===== config.mk =====
export PLATFORM = sky130hd
export DESIGN_NAME = uart_wm_regs
export DESIGN_NICKNAME = d
export VERILOG_FILES = /design/src/rtl/uart_wm_pkg.sv /design/src/rtl/uart_wm_fifo.sv /design/src/rtl/uart_wm_irq.sv /design/src/rtl/uart_wm_regs.sv
export SDC_FILE = /design/constraint.sdc
export NUM_CORES = 1
export LEC_CHECK = 0
export ABC_CLOCK_PERIOD_IN_PS = 3650
export BUFFER_PORTS_ARGS = -buffer_cell sky130_fd_sc_hd__buf_2
export CAP_MARGIN = 40
export CELL_PAD_IN_SITES_DETAIL_PLACEMENT = 1
export CELL_PAD_IN_SITES_GLOBAL_PLACEMENT = 1
export CORE_MARGIN = 2
export CORE_UTILIZATION = 31
export DETAILED_ROUTE_END_ITERATION = 6
export PLACE_DENSITY_LB_ADDON = 0.1
export SLEW_MARGIN = 20
export SYNTH_ARGS = -nofsm -noshare
export SYNTH_HDL_FRONTEND = slang
export SYNTH_SLANG_ARGS = --single-unit

===== constraint.sdc =====
create_clock -name clk_i -period 3.65 [get_ports clk_i]
set_input_delay 0.365 -clock clk_i [delete_from_list [all_inputs] [get_ports clk_i]]
set_output_delay 0.365 -clock clk_i [all_outputs]
set_load 0.01 [all_outputs]

===== src/rtl/uart_wm_pkg.sv =====
package uart_wm_pkg;
  localparam int unsigned BUS_W    = 32;
  localparam int unsigned BYTE_W   = 8;
  localparam int unsigned IDX_W    = 3;
  localparam int unsigned FLAG_BIT = 31;
  localparam int unsigned WM_LSB   = 16;

  typedef enum logic [IDX_W-1:0] {
    IDX_TXDATA = 3'd0,
    IDX_RXDATA = 3'd1,
    IDX_TXCTRL = 3'd2,
    IDX_RXCTRL = 3'd3,
    IDX_IE     = 3'd4,
    IDX_IP     = 3'd5,
    IDX_DIV    = 3'd6
  } reg_idx_e;

  localparam int unsigned IRQ_TX = 0;
  localparam int unsigned IRQ_RX = 1;
endpackage


===== src/rtl/uart_wm_fifo.sv =====
module uart_wm_fifo #(
  parameter int unsigned DEPTH = 8,
  parameter int unsigned W     = 8,
  localparam int unsigned PTR_W = (DEPTH > 1) ? $clog2(DEPTH) : 1,
  localparam int unsigned CNT_W = $clog2(DEPTH + 1)
) (
  input  logic             clk_i,
  input  logic             rst_ni,
  input  logic             push_i,
  input  logic [W-1:0]     wdata_i,
  input  logic             pop_i,
  output logic [W-1:0]     rdata_o,
  output logic [CNT_W-1:0] count_o,
  output logic             full_o,
  output logic             empty_o
);
  logic [W-1:0]     mem_q [DEPTH];
  logic [PTR_W-1:0] wptr_q, rptr_q;
  logic [CNT_W-1:0] cnt_q;
  logic             do_push, do_pop;

  localparam logic [PTR_W-1:0] LAST = PTR_W'(DEPTH - 1);
  localparam logic [CNT_W-1:0] FULL_CNT = CNT_W'(DEPTH);

  assign full_o  = (cnt_q == FULL_CNT);
  assign empty_o = (cnt_q == '0);
  assign do_push = push_i && !full_o;
  assign do_pop  = pop_i && !empty_o;
  assign rdata_o = mem_q[rptr_q];
  assign count_o = cnt_q;

  always_ff @(posedge clk_i or negedge rst_ni) begin
    if (!rst_ni) begin
      wptr_q <= '0;
      rptr_q <= '0;
      cnt_q  <= '0;
      for (int i = 0; i < int'(DEPTH); i++) mem_q[i] <= '0;
    end else begin
      if (do_push) begin
        mem_q[wptr_q] <= wdata_i;
        wptr_q <= (wptr_q == LAST) ? '0 : wptr_q + 1'b1;
      end
      if (do_pop) rptr_q <= (rptr_q == LAST) ? '0 : rptr_q + 1'b1;
      if (do_push && !do_pop)      cnt_q <= cnt_q + 1'b1;
      else if (do_pop && !do_push) cnt_q <= cnt_q - 1'b1;
    end
  end

  assert_no_overflow_R3: assert property (@(posedge clk_i) disable iff (!rst_ni)
    cnt_q <= FULL_CNT);
  assert_full_drop_R3: assert property (@(posedge clk_i) disable iff (!rst_ni)
    (full_o && push_i && !pop_i) |=> full_o);
  assert_empty_pop_R5: assert property (@(posedge clk_i) disable iff (!rst_ni)
    (empty_o && pop_i && !push_i) |=> empty_o);
endmodule


===== src/rtl/uart_wm_irq.sv =====
module uart_wm_irq #(
  parameter int unsigned CNT_W = 4,
  parameter int unsigned WM_W  = 3
) (
  input  logic [CNT_W-1:0] tx_count_i,
  input  logic [CNT_W-1:0] rx_count_i,
  input  logic [WM_W-1:0]  tx_wm_i,
  input  logic [WM_W-1:0]  rx_wm_i,
  input  logic [1:0]       ie_i,
  output logic [1:0]       ip_o,
  output logic             irq_o
);
  import uart_wm_pkg::*;
  logic [CNT_W:0] tx_lvl, rx_lvl, tx_th, rx_th;

  // widen both sides so any CNT_W/WM_W pairing compares cleanly
  assign tx_lvl = (CNT_W+1)'(tx_count_i);
  assign rx_lvl = (CNT_W+1)'(rx_count_i);
  assign tx_th  = (CNT_W+1)'(tx_wm_i);
  assign rx_th  = (CNT_W+1)'(rx_wm_i);

  always_comb begin
    ip_o = '0;
    ip_o[IRQ_TX] = tx_lvl < tx_th;
    ip_o[IRQ_RX] = rx_lvl > rx_th;
  end

  assign irq_o = |(ip_o & ie_i);
endmodule


===== src/rtl/uart_wm_regs.sv =====
module uart_wm_regs #(
  parameter int unsigned FIFO_DEPTH = 8,
  parameter int unsigned WM_W       = 3,
  parameter int unsigned DIV_W      = 16,
  localparam int unsigned CNT_W     = $clog2(FIFO_DEPTH + 1)
) (
  input  logic              clk_i,
  input  logic              rst_ni,
  input  logic              req_i,
  input  logic              we_i,
  input  logic [2:0]        addr_i,
  input  logic [31:0]       wdata_i,
  output logic [31:0]       rdata_o,
  output logic [7:0]        tx_data_o,
  output logic              tx_valid_o,
  input  logic              tx_ready_i,
  input  logic [7:0]        rx_data_i,
  input  logic              rx_valid_i,
  output logic              rx_ready_o,
  output logic              tx_stop2_o,
  output logic              rx_en_o,
  output logic [DIV_W-1:0]  div_o,
  output logic              irq_o
);
  import uart_wm_pkg::*;

  logic             tx_en_q, tx_stop2_q, rx_en_q;
  logic [WM_W-1:0]  tx_wm_q, rx_wm_q;
  logic [1:0]       ie_q, ip;
  logic [DIV_W-1:0] div_q;

  logic             wr, rd;
  logic             tx_push, tx_pop, rx_push, rx_pop;
  logic             tx_full, tx_empty, rx_full, rx_empty;
  logic [CNT_W-1:0] tx_cnt, rx_cnt;
  logic [7:0]       rx_byte;
  logic             unused_wdata;

  assign wr = req_i && we_i;
  assign rd = req_i && !we_i;
  assign unused_wdata = ^wdata_i;

  assign tx_push    = wr && (addr_i == IDX_TXDATA);
  assign tx_valid_o = tx_en_q && !tx_empty;
  assign tx_pop     = tx_valid_o && tx_ready_i;
  assign rx_ready_o = rx_en_q && !rx_full;
  assign rx_push    = rx_valid_i && rx_ready_o;
  assign rx_pop     = rd && (addr_i == IDX_RXDATA);

  uart_wm_fifo #(.DEPTH(FIFO_DEPTH), .W(8)) u_tx_fifo (
    .clk_i, .rst_ni,
    .push_i(tx_push), .wdata_i(wdata_i[7:0]),
    .pop_i(tx_pop), .rdata_o(tx_data_o),
    .count_o(tx_cnt), .full_o(tx_full), .empty_o(tx_empty)
  );

  uart_wm_fifo #(.DEPTH(FIFO_DEPTH), .W(8)) u_rx_fifo (
    .clk_i, .rst_ni,
    .push_i(rx_push), .wdata_i(rx_data_i),
    .pop_i(rx_pop), .rdata_o(rx_byte),
    .count_o(rx_cnt), .full_o(rx_full), .empty_o(rx_empty)
  );

  uart_wm_irq #(.CNT_W(CNT_W), .WM_W(WM_W)) u_irq (
    .tx_count_i(tx_cnt), .rx_count_i(rx_cnt),
    .tx_wm_i(tx_wm_q), .rx_wm_i(rx_wm_q),
    .ie_i(ie_q), .ip_o(ip), .irq_o(irq_o)
  );

  always_ff @(posedge clk_i or negedge rst_ni) begin
    if (!rst_ni) begin
      tx_en_q    <= 1'b0;
      tx_stop2_q <= 1'b0;
      tx_wm_q    <= '0;
      rx_en_q    <= 1'b0;
      rx_wm_q    <= '0;
      ie_q       <= '0;
      div_q      <= '0;
    end else if (wr) begin
      unique case (addr_i)
        IDX_TXCTRL: begin
          tx_en_q    <= wdata_i[0];
          tx_stop2_q <= wdata_i[1];
          tx_wm_q    <= wdata_i[WM_LSB +: WM_W];
        end
        IDX_RXCTRL: begin
          rx_en_q <= wdata_i[0];
          rx_wm_q <= wdata_i[WM_LSB +: WM_W];
        end
        IDX_IE:  ie_q  <= wdata_i[1:0];
        IDX_DIV: div_q <= wdata_i[DIV_W-1:0];
        default: ;
      endcase
    end
  end

  always_comb begin
    rdata_o = '0;
    unique case (addr_i)
      IDX_TXDATA: rdata_o[FLAG_BIT] = tx_full;
      IDX_RXDATA: begin
        rdata_o[FLAG_BIT] = rx_empty;
        rdata_o[7:0]      = rx_empty ? 8'h00 : rx_byte;
      end
      IDX_TXCTRL: begin
        rdata_o[0] = tx_en_q;
        rdata_o[1] = tx_stop2_q;
        rdata_o[WM_LSB +: WM_W] = tx_wm_q;
      end
      IDX_RXCTRL: begin
        rdata_o[0] = rx_en_q;
        rdata_o[WM_LSB +: WM_W] = rx_wm_q;
      end
      IDX_IE:  rdata_o[1:0] = ie_q;
      IDX_IP:  rdata_o[1:0] = ip;
      IDX_DIV: rdata_o[DIV_W-1:0] = div_q;
      default: ;
    endcase
  end

  assign tx_stop2_o = tx_stop2_q;
  assign rx_en_o    = rx_en_q;
  assign div_o      = div_q;

  assert_tx_gate_R6: assert property (@(posedge clk_i) disable iff (!rst_ni)
    !tx_en_q |-> !tx_valid_o);
  assert_rx_gate_R7: assert property (@(posedge clk_i) disable iff (!rst_ni)
    rx_ready_o |-> (rx_en_q && !rx_full));
  assert_tx_wm_R8: assert property (@(posedge clk_i) disable iff (!rst_ni)
    (tx_empty && tx_wm_q != '0) |-> ip[IRQ_TX]);
  assert_rx_wm_R9: assert property (@(posedge clk_i) disable iff (!rst_ni)
    (rx_wm_q == '0 && !rx_empty) |-> ip[IRQ_RX]);
  assert_irq_mask_R10: assert property (@(posedge clk_i) disable iff (!rst_ni)
    irq_o |-> ((ie_q & ip) != 2'b00));
  assert_div_load_R11: assert property (@(posedge clk_i) disable iff (!rst_ni)
    (wr && addr_i == IDX_DIV) |=> (div_o == $past(wdata_i[DIV_W-1:0])));
  assert_ip_ro_R12: assert property (@(posedge clk_i) disable iff (!rst_ni)
    (wr && addr_i == IDX_IP) |=> $stable(ie_q));
endmodule


==> results.py, run 1 <==
metrics = {
    "global_routing": {
        "grt.total_usage_pct": 16.14,
        "gr-total-overflow": 0,
        "grt_pass1_vias": 6101,
        "antenna_found_initial": 0,
        "grt_pass1_wl_mm": 35.27,
        "grt_max_degree": 87,
    },
    "timing": {
        "fmax_mhz": 326.3,
        "hold_violations": 0,
        "finalMaxSlewViolations": 0,
        "rsz0062_at_grt": "no",
        "layout_setup_ws_ns": 0.5854,
        "finalSetupViolCount": 0,
        "finalClockSkew_ns": 0.01363,
        "relSlewSlack_pct": 48.13,
        "min_period_over_period_pct": 83.96,
        "min_period_ns": 3.065,
        "hold_slack_ns": 0.1705,
        "worstMarginPinSlew_ns": 0.7748,
        "final.setup.tns_ns": 0,
    },
    "route": {
        "vias_per_cell": 4.937,
        "wl_per_cell_um": 20.45,
        "wl_mm": 21.69,
        "drc": 0,
        "drtIter0Drc": 141,
        "vias": 5238,
        "drtPass1Iterations": 4,
        "antenna_left": 0,
    },
    "clock_network": {
        "cts_made_buffers": 17,
        "clock-sinks": 175,
        "cts.htree.levels": 4,
        "cts_tree": "built",
        "cts_setup_buffers": 0,
        "insertion_delay_ns": 0.43,
        "cts_resized": 0,
        "clk_pin_slew_ns": 0.07,
        "clockBufferDepth": 2,
        "cts_root_buffer": "clkbuf_16",
        "ctsHoldBuffers": 0,
    },
    "cells_and_area": {
        "n_antenna_cell": 0,
        "fill_cells": 2806,
        "drive_gt1_share_pct": 50.56,
        "multi_input_area_mm2": 0.003999,
        "area_growth_syn_to_layout_pct": 18.51,
        "area.sequential_mm2": 0.004379,
        "fin_cells": 1061,
        "nNetsFinal": 778,
    },
    "die": {
        "die_area_mm2": 0.02900,
        "die_h_um": 170.3,
        "core_mm2": 0.02703,
        "start_util_pct": 31.72,
        "ios": 110,
        "die_w_um": 170.3,
        "rows": 60,
    },
    "yosys": {
        "yosysWarnings": 0,
        "ys_seq_elements": 175,
        "seq_area_frac_synth_pct": 51.08,
        "netlist_area_mm2": 0.008573,
        "synth.most_common_cell": "dfrtp_1",
        "async_flop_share_pct": 100.0,
        "synth_cell_types": 50,
        "synthTopCellsByCount": "dfrtp_1, mux2_2, nand2_1",
        "avgSynthCellArea_um2": 14.19,
        "ys.flop_type": "dfrtp_1",
        "synth_top_area_share_pct": 51.08,
        "synth_edf_count": 0,
        "synth_area_leaders": "dfrtp_1, mux2_2, mux4_2, ha_1, nand2_1",
        "synth_top_area_cell": "dfrtp_1",
        "synthCells": 604,
    },
    "run_status": {
        "outcome": "complete, no violations",
    },
    "worst_setup_path": {
        "cp-start-kind": "register",
        "cp.required_ns": 3.95,
        "reg2reg_depth": 9,
        "crit_type": "reg2reg",
        "crit_arrival_ns": 3.36,
        "end_kind": "register",
        "worstPathMaxFanout": 10,
    },
    "min_path": {
        "hold_depth": 2,
        "hold_class": "in2reg",
    },
    "pwr": {
        "vdd_drop_max_mv": 0.2886,
        "power.density_mw_per_mm2": 720.4,
        "power_uw": 7319,
        "p_leak_uw": 0.004720,
    },
    "place": {
        "hpwl_mm": 15.29,
        "dp_cells": 1028,
        "gp_congestion": 0.7394,
        "dp_worst_setup_slack_ns": 0.5720,
        "portBuffers": 84,
    },
    "job": {
        "maxCapViolCount": 0,
    },
}
-- through the flow --
step                area, µm²  util, %
finish                  10160    37.59
global route            10160    37.59
CTS                     10120    37.45
detailed placement       9497    35.14
global placement         9424    34.87
floorplan                8615        -
-- worst max-delay path, cell delays in order (launching register included) --
cell,delay [ns]
dfrtp_1,0.47
or4b_2,0.75
nand3_2,0.23
inv_1,0.07
ha_1,0.23
inv_1,0.17
ha_1,0.26
a21o_1,0.20
a2111oi_0,0.41
o31ai_1,0.13
-- cell families (layout without fill, tap and decap cells) --
group | count (synthesis) | after routing | synth area share (%)
xor gates and xnor gates | 4 | 4 | 0.4086
AOI/OAI and AO/OA | 36 | 36 | 2.802
other | 1 | 12 | 0.04374
and+or+nand+nor | 108 | 108 | 8.085
adders and majority gates | 21 | 21 | 3.240
buffers and inverters | 51 | 156 | 2.919
muxes | 208 | 208 | 31.42
DFF | 175 | 175 | 51.08
-- path summary, 6_finish.rpt --
check | startpoint | end | slack [ns]
setup / recovery | u_rx_fifo.count_o[0]$_DFFE_PN0P_ | u_rx_fifo.count_o[3]$_DFFE_PN0P_ | 0.59
hold / removal | wdata_i[15] | div_o[15]$_DFFE_PN0P_ | 0.17
setup reg to reg | u_rx_fifo.count_o[0]$_DFFE_PN0P_ | u_rx_fifo.count_o[3]$_DFFE_PN0P_ | 0.59
hold reg to reg | u_tx_fifo.mem_q[55]$_DFFE_PN0P_ | u_tx_fifo.mem_q[55]$_DFFE_PN0P_ | 0.50
max in group asynchronous | rst_ni | u_rx_fifo.mem_q[56]$_DFFE_PN0P_ | 2.22
min in group asynchronous | rst_ni | u_tx_fifo.rptr_q[0]$_DFFE_PN0P_ | 0.40
-- final cells by class --
class,instances,share of cell area [%]
timing repair buffer,111,6.663
inverter,14,0.5172
sequential,175,43.10
clock inverter,12,1.798
tap,341,4.200
multi-input combinational,389,39.36
clock buffer,19,4.360
-- power breakdown --
group          total [µW]  switching [µW]  leakage (µW)  internal (µW)
Sequential           3100             536       0.00229           2570
Combinational        2240             972       0.00214           1270
Clock                1980             809      0.000297           1170
Total                7320            2320       0.00472           5000
-- flip-flops by register name, indices dropped and copies added, names as in the netlist, 2 cells and up --
signal	cells
rx_wm_q	3
u_tx_fifo.count_o	4
u_rx_fifo.wptr_q	3
ie_q	2
u_tx_fifo.mem_q	64
u_rx_fifo.rptr_q	3
u_tx_fifo.rptr_q	3
tx_wm_q	3
u_rx_fifo.mem_q	64
u_rx_fifo.count_o	4
div_o	16
u_tx_fifo.wptr_q	3
-- metal layers --
layer | routed length, µm | vias up | track usage [%]
li1 | - | 2404 | -
met1 | 9242 | 2768 | 19.56
met2 | 11890 | 52 | 29.71
met3 | 381 | 14 | 2.953
met4 | 184 | 0 | 3.605
met5 | 0 | - | 0
-- cells in the final DEF, fill, tap and decap left out, drive strengths merged, types with 3 or more instances in the layout --
| cell | n |
|---|---|
| o21ai | 11 |
| a22oi | 7 |
| mux4 | 32 |
| buf | 110 |
| inv | 18 |
| nand2 | 36 |
| nor2 | 8 |
| ha | 19 |
| bufinv | 4 |
| nor3 | 15 |
| or2 | 3 |
| a21o | 5 |
| clkbuf | 19 |
| clkinvlp | 3 |
| nor4 | 7 |
| a21oi | 5 |
| a2111oi | 3 |
| mux2 | 169 |
| and2 | 9 |
| xnor2 | 4 |
| dfrtp | 175 |
| nand2b | 5 |
| mux2i | 7 |
| nor3b | 3 |
| nor4b | 5 |
| conb | 12 |
| or3 | 4 |
No activity file was read; power rests on OpenSTA's default activity.
==> inputs of run 2 (changes only) <==
--- a/config.mk
+++ b/config.mk
@@ -5,7 +5,7 @@
 export SDC_FILE = /design/constraint.sdc
 export NUM_CORES = 1
 export LEC_CHECK = 0
-export ABC_CLOCK_PERIOD_IN_PS = 3650
+export ABC_CLOCK_PERIOD_IN_PS = 2920
 export BUFFER_PORTS_ARGS = -buffer_cell sky130_fd_sc_hd__buf_2
 export CAP_MARGIN = 40
 export CELL_PAD_IN_SITES_DETAIL_PLACEMENT = 1
==> constraint.sdc (replaced) <==
create_clock -name clk_i -period 2.92 [get_ports clk_i]
set_input_delay 0.292 -clock clk_i [delete_from_list [all_inputs] [get_ports clk_i]]
set_output_delay 0.292 -clock clk_i [all_outputs]
set_load 0.01 [all_outputs]
==> run 2 against run 1 <==
- final area rose by 0.76%
- register-to-register slack worse by 0.56 ns
- count of clock-buffer cells in the layout fell by 1
- sequential share of layout area decreased by 0.33 points
- critical path type unchanged
- die area stayed put
- non-clock buffer count is 14 higher
==> results.py, run 2 (synthesis results as in run 1) <==
metrics = {
    "run_status": {
        "outcome": "complete, no violations",
    },
    "clock_network": {
        "cts_root_buffer": "clkbuf_16",
        "clk_pin_slew_ns": 0.08,
        "insertion_delay_ns": 0.43,
        "clock-sinks": 175,
        "cts.htree.levels": 4,
        "clockBufferDepth": 2,
        "cts_setup_buffers": 0,
        "cts_made_buffers": 17,
        "cts_tree": "built",
    },
    "cells_and_area": {
        "multi_input_area_mm2": 0.004019,
        "area_growth_syn_to_layout_pct": 19.41,
        "nNetsFinal": 792,
        "area.sequential_mm2": 0.004379,
        "fill_cells": 2808,
        "drive_gt1_share_pct": 52.11,
        "layout_common_cells": "dfrtp_1, mux2_2, buf_2",
        "final_common_cell": "dfrtp_1",
        "fin_cells": 1076,
        "n_antenna_cell": 0,
        "final_area_mm2": 0.01024,
    },
    "min_path": {
        "hold_class": "in2reg",
        "min_to": "tx_wm_q[1]$_DFFE_PN0P_",
        "worstHoldStart": "wdata_i[17]",
        "hold_depth": 3,
    },
    "route": {
        "vias": 5344,
        "drtIter0Drc": 155,
        "wl_mm": 21.88,
        "wl_per_cell_um": 20.34,
        "drtPass1Iterations": 4,
        "drc": 0,
        "antenna_left": 0,
        "vias_per_cell": 4.967,
    },
    "timing": {
        "finalSetupViolCount": 0,
        "hold_violations": 0,
        "min_period_ns": 2.898,
        "fmax_mhz": 345.1,
        "worstMarginPinSlew_ns": 0.5543,
        "min_period_over_period_pct": 99.24,
        "final.setup.tns_ns": 0,
        "relSlewSlack_pct": 62.76,
        "layout_setup_ws_ns": 0.02220,
        "finalClockSkew_ns": 0.01349,
        "hold_slack_ns": 0.08977,
        "finalMaxSlewViolations": 0,
    },
    "worst_setup_path": {
        "r2r_slack_ns": 0.02,
        "crit_type": "reg2reg",
        "cp.required_ns": 3.23,
        "rr_startpoint": "u_tx_fifo.count_o[3]$_DFFE_PN0P_",
        "crit_arrival_ns": 3.21,
        "cp-start-kind": "register",
        "r2r-end": "u_tx_fifo.count_o[3]$_DFFE_PN0P_",
        "worstPathMaxFanout": 6,
        "reg2reg_depth": 11,
        "end_kind": "register",
    },
    "die": {
        "core_mm2": 0.02703,
        "die_w_um": 170.3,
        "start_util_pct": 31.72,
        "ios": 110,
        "rows": 60,
        "die_area_mm2": 0.02900,
        "die_h_um": 170.3,
    },
    "global_routing": {
        "grt_pass1_wl_mm": 35.54,
        "grt_pass1_vias": 6114,
        "gr-total-overflow": 0,
        "antenna_found_initial": 0,
        "grt.total_usage_pct": 16.02,
        "grt_max_degree": 67,
    },
    "place": {
        "placed_cell_area_mm2": 0.009609,
        "dp_cells": 1043,
        "portBuffers": 84,
        "gp_congestion": 0.7589,
        "dp_worst_setup_slack_ns": -0.04477,
        "hpwl_mm": 15.41,
    },
    "pwr": {
        "p_leak_uw": 0.004777,
        "power.density_mw_per_mm2": 890.1,
        "vdd_drop_max_mv": 0.3695,
    },
    "job": {
        "maxCapViolCount": 0,
    },
}
## run 2: stage by stage
stage	util (%)	total power, µW
global placement	35.56	6642
global route	37.88	9723
detailed placement	35.56	6868
CTS	37.81	9265
floorplan	-	5799
finish	37.88	9112
## run 2: layer usage
metal  wire [µm]  part of all wire (%)  GRT usage [%]
met5           0                     0              0
met4         252                   1.2          3.828
met3         449                   2.1          2.907
met2       11420                    52          28.31
met1        9763                    45          20.32
## run 2: final cells by class
type | instances | share of cell area, %
tap | 341 | 4.168
inverter | 14 | 0.5133
clock inverter | 14 | 1.650
clock buffer | 18 | 4.192
multi-input combinational | 389 | 39.26
timing repair buffer | 125 | 7.443
sequential | 175 | 42.78
## run 2: worst max path at each step
stage	cells past startpoint	startpoint	slack (ns)	end
2_1_floorplan	9	u_rx_fifo.count_o[0]$_DFFE_PN0P_	0.14	u_rx_fifo.count_o[3]$_DFFE_PN0P_
3_3_place_gp	10	u_tx_fifo.count_o[3]$_DFFE_PN0P_	0.1	u_tx_fifo.count_o[3]$_DFFE_PN0P_
3_5_place_dp	10	u_tx_fifo.count_o[3]$_DFFE_PN0P_	-0.04	u_tx_fifo.count_o[3]$_DFFE_PN0P_
4_1_cts	10	u_tx_fifo.count_o[3]$_DFFE_PN0P_	0.0006	u_tx_fifo.count_o[3]$_DFFE_PN0P_
5_1_grt	11	u_tx_fifo.count_o[3]$_DFFE_PN0P_	-0.08	u_tx_fifo.count_o[3]$_DFFE_PN0P_
6_report	11	u_tx_fifo.count_o[3]$_DFFE_PN0P_	0.02	u_tx_fifo.count_o[3]$_DFFE_PN0P_
## run 2: repair_timing
action	CTS	global route
hold buffers	1	0
pin swaps	0	0
setup endpoints to repair	1	2
resized for setup	2	5
endpoints found under the hold margin	39	0
## run 2: report_power, final
group	internal (µW)	switching (µW)
Sequential	3210	654
Combinational	1650	1270
Clock	1230	1110
Total	6080	3030
## run 2: critical path, stage by stage, from the launching register on
cell and delay (ns):
dfrtp_1 0.39, nor4b_1 0.16, buf_4 0.14, or4_1 0.56
inv_2 0.15, ha_4 0.17, inv_1 0.11, ha_1 0.29
a21o_1 0.22, a21oi_1 0.24, mux2i_1 0.26, o31ai_1 0.10
==> inputs of run 3 (changes only) <==
--- a/config.mk
+++ b/config.mk
@@ -5,6 +5,7 @@
 export SDC_FILE = /design/constraint.sdc
 export NUM_CORES = 1
 export LEC_CHECK = 0
+export ABC_AREA = 1
 export ABC_CLOCK_PERIOD_IN_PS = 2920
 export BUFFER_PORTS_ARGS = -buffer_cell sky130_fd_sc_hd__buf_2
 export CAP_MARGIN = 40
@@ -14,7 +15,6 @@
 export CORE_UTILIZATION = 31
 export DETAILED_ROUTE_END_ITERATION = 6
 export PLACE_DENSITY_LB_ADDON = 0.1
-export SLEW_MARGIN = 20
 export SYNTH_ARGS = -nofsm -noshare
 export SYNTH_HDL_FRONTEND = slang
 export SYNTH_SLANG_ARGS = --single-unit
==> run 3 against run 2 <==
- clock power decreased by 4%
- total power increased by 6.3%
- critical path type is now reg2out
- count of clock-buffer cells in the layout decreased by 1
- combinational power increased by 27%
- synthesized cell count increased by 100%
- wire length increased by 41%
- critical endpoint is now rdata_o[4]
- sequential share of layout area decreased by 1.5 points
- register-to-register slack improved by 0.53 ns
==> results.py, run 3 <==
metrics = {
    "cells_and_area": {
        "fill_cells": 3652,
        "final_common_cell": "nand2_1",
        "nNetsFinal": 1349,
        "multi_input_area_mm2": 0.004234,
        "layout_common_cells": "nand2_1, dfrtp_1, nand3_1",
        "fin_cells": 1682,
        "n_antenna_cell": 0,
        "drive_gt1_share_pct": 13.31,
        "area.sequential_mm2": 0.004379,
        "final_area_mm2": 0.01060,
        "area_growth_syn_to_layout_pct": 15.31,
    },
    "yosys": {
        "synthCells": 1214,
        "seq_area_frac_synth_pct": 47.64,
        "avgSynthCellArea_um2": 7.572,
        "netlist_area_mm2": 0.009193,
        "synth_top_area_cell": "dfrtp_1",
        "ys.flop_type": "dfrtp_1",
        "synth_top_family_by_area": "simple AND/OR/NAND/NOR gates",
        "synth.most_common_cell": "nand2_1",
        "synth_top_area_share_pct": 47.64,
        "synth-xor-area-share_pct": 0.7622,
        "synthTopCellsByCount": "nand2_1, dfrtp_1, nand3_1",
        "synth_compound_area_share_pct": 6.030,
        "synth-adder-area-share_pct": 3.022,
        "yosys.area_share.simple_pct": 35.59,
        "synth_cell_types": 31,
        "synth_edf_count": 0,
        "synth_area_leaders": "dfrtp_1, nand2_1, nand3_1, nand4_1, o21ai_0",
        "yosysWarnings": 0,
        "synth_mux_area_share_pct": 0,
        "ys_seq_elements": 175,
        "async_flop_share_pct": 100.0,
    },
    "global_routing": {
        "grt_pass1_wl_mm": 49.34,
        "grt_pass1_vias": 8617,
        "antenna_found_initial": 0,
        "gr-total-overflow": 0,
        "grt_max_degree": 74,
        "grt.total_usage_pct": 20.65,
    },
    "die": {
        "rows": 63,
        "die_w_um": 176.2,
        "die_h_um": 176.2,
        "core_mm2": 0.02940,
        "start_util_pct": 31.27,
        "die_area_mm2": 0.03105,
        "ios": 110,
    },
    "worst_setup_path": {
        "r2r_slack_ns": 0.55,
        "r2r-end": "u_rx_fifo.count_o[3]$_DFFE_PN0P_",
        "reg2reg_depth": 12,
        "cp-start-kind": "register",
        "end_kind": "output pin",
        "crit_arrival_ns": 2.22,
        "crit_type": "reg2out",
        "cp.required_ns": 2.63,
        "worstPathMaxFanout": 15,
        "rr_startpoint": "u_rx_fifo.count_o[0]$_DFFE_PN0P_",
    },
    "route": {
        "wl_per_cell_um": 18.38,
        "vias": 8272,
        "vias_per_cell": 4.918,
        "drc": 0,
        "drtPass1Iterations": 4,
        "wl_mm": 30.92,
        "drtIter0Drc": 421,
        "antenna_left": 0,
    },
    "min_path": {
        "worstHoldStart": "wdata_i[8]",
        "hold_class": "in2reg",
        "min_to": "div_o[8]$_DFFE_PN0P_",
        "hold_depth": 3,
    },
    "timing": {
        "fmax_mhz": 398.5,
        "min_period_ns": 2.509,
        "worstMarginPinSlew_ns": 0.7636,
        "relSlewSlack_pct": 48.91,
        "min_period_over_period_pct": 85.94,
        "hold_violations": 0,
        "finalClockSkew_ns": 0.01230,
        "final.setup.tns_ns": 0,
        "layout_setup_ws_ns": 0.4106,
        "finalMaxSlewViolations": 0,
        "rsz0062_at_grt": "no",
        "finalSetupViolCount": 0,
    },
    "place": {
        "hpwl_mm": 20.54,
        "placed_cell_area_mm2": 0.01004,
        "portBuffers": 84,
        "dp_worst_setup_slack_ns": 0.5399,
        "gp_congestion": 0.7747,
        "dp_cells": 1649,
    },
    "pwr": {
        "p_leak_uw": 0.005646,
        "vdd_drop_max_mv": 0.4296,
        "power.density_mw_per_mm2": 913.9,
        "power_uw": 9687,
    },
    "clock_network": {
        "clk_pin_slew_ns": 0.07,
        "clock-sinks": 175,
        "insertion_delay_ns": 0.44,
        "cts_made_buffers": 17,
        "clockBufferDepth": 2,
        "cts_root_buffer": "clkbuf_16",
        "cts_resized": 0,
        "cts_tree": "built",
        "cts.htree.levels": 4,
    },
    "run_status": {
        "outcome": "complete, no violations",
    },
    "job": {
        "maxCapViolCount": 0,
    },
}
==> run 3: metal layers <==
layer | GRT usage, % | wire (µm)
met1 | 27.78 | 14730
met2 | 34.53 | 14660
met3 | 3.618 | 1036
met4 | 5.096 | 494
met5 | 0 | 0
==> run 3: cells by family after synthesis <==
group	Yosys count
other	1
AO/OA/AOI/OAI	103
buffers and inverters	141
XOR/XNOR	8
flip-flops	175
adder cells (fa/ha/maj)	21
AND/OR/NAND/NOR	765
==> run 3: final cells by class <==
type / instances / share of cell area [%]
Clock buffer: 17 / 4.013
Multi-Input combinational cell: 909 / 39.94
Timing Repair Buffer: 113 / 6.716
Inverter: 63 / 2.231
Tap cell: 390 / 4.603
Sequential cell: 175 / 41.31
Clock inverter: 15 / 1.180
==> run 3: critical path, stage by stage, from the launching register on <==
cell and delay, ns:
dfrtp_1 0.75, inv_1 0.35, nand2_1 0.16, nand3_1 0.14, nand3_1 0.14, nand2_1 0.09
buf_2 0.14
==> run 3: report_power, final <==
part           internal (µW)  total (µW)  switching, µW
Combinational           1260        3710           2440
Sequential              3160        3740            581
Clock                   1120        2240           1120
Total                   5540        9690           4140
==> run 3: metrics by stage <==
step | hold slack [ns] | utilization (%)
2_1_floorplan | -0.003591 | -
3_3_place_gp | 0.3722 | 34.15
3_5_place_dp | 0.3721 | 34.15
4_1_cts | 0.03152 | 36.05
5_1_grt | 0.04867 | 36.05
6_report | 0.05343 | 36.05
==> run 3: worst max-delay path by stage <==
stage                     slack, ns                               end                              from  depth (start not counted)
final                          0.41                        rdata_o[4]   u_rx_fifo.rptr_q[1]$_DFFE_PN0P_                          6
after global routing           0.26                        rdata_o[4]   u_rx_fifo.rptr_q[1]$_DFFE_PN0P_                          6
after CTS                      0.35                        rdata_o[0]   u_rx_fifo.rptr_q[1]$_DFFE_PN0P_                          6
after detailed placement       0.54  u_rx_fifo.count_o[3]$_DFFE_PN0P_  u_rx_fifo.count_o[0]$_DFFE_PN0P_                         12
after global placement         0.55  u_rx_fifo.count_o[3]$_DFFE_PN0P_  u_rx_fifo.count_o[1]$_DFFE_PN0P_                         12
after floorplan                0.71  u_tx_fifo.count_o[3]$_DFFE_PN0P_  u_tx_fifo.count_o[0]$_DFFE_PN0P_                         11
==> run 3: timing repair <==
| item | 4_1_cts | 5_1_grt |
|---|---|---|
| hold buffers | 1 | 0 |
| buffers inserted | 0 | 0 |
| endpoints found under the hold margin | 66 | 0 |
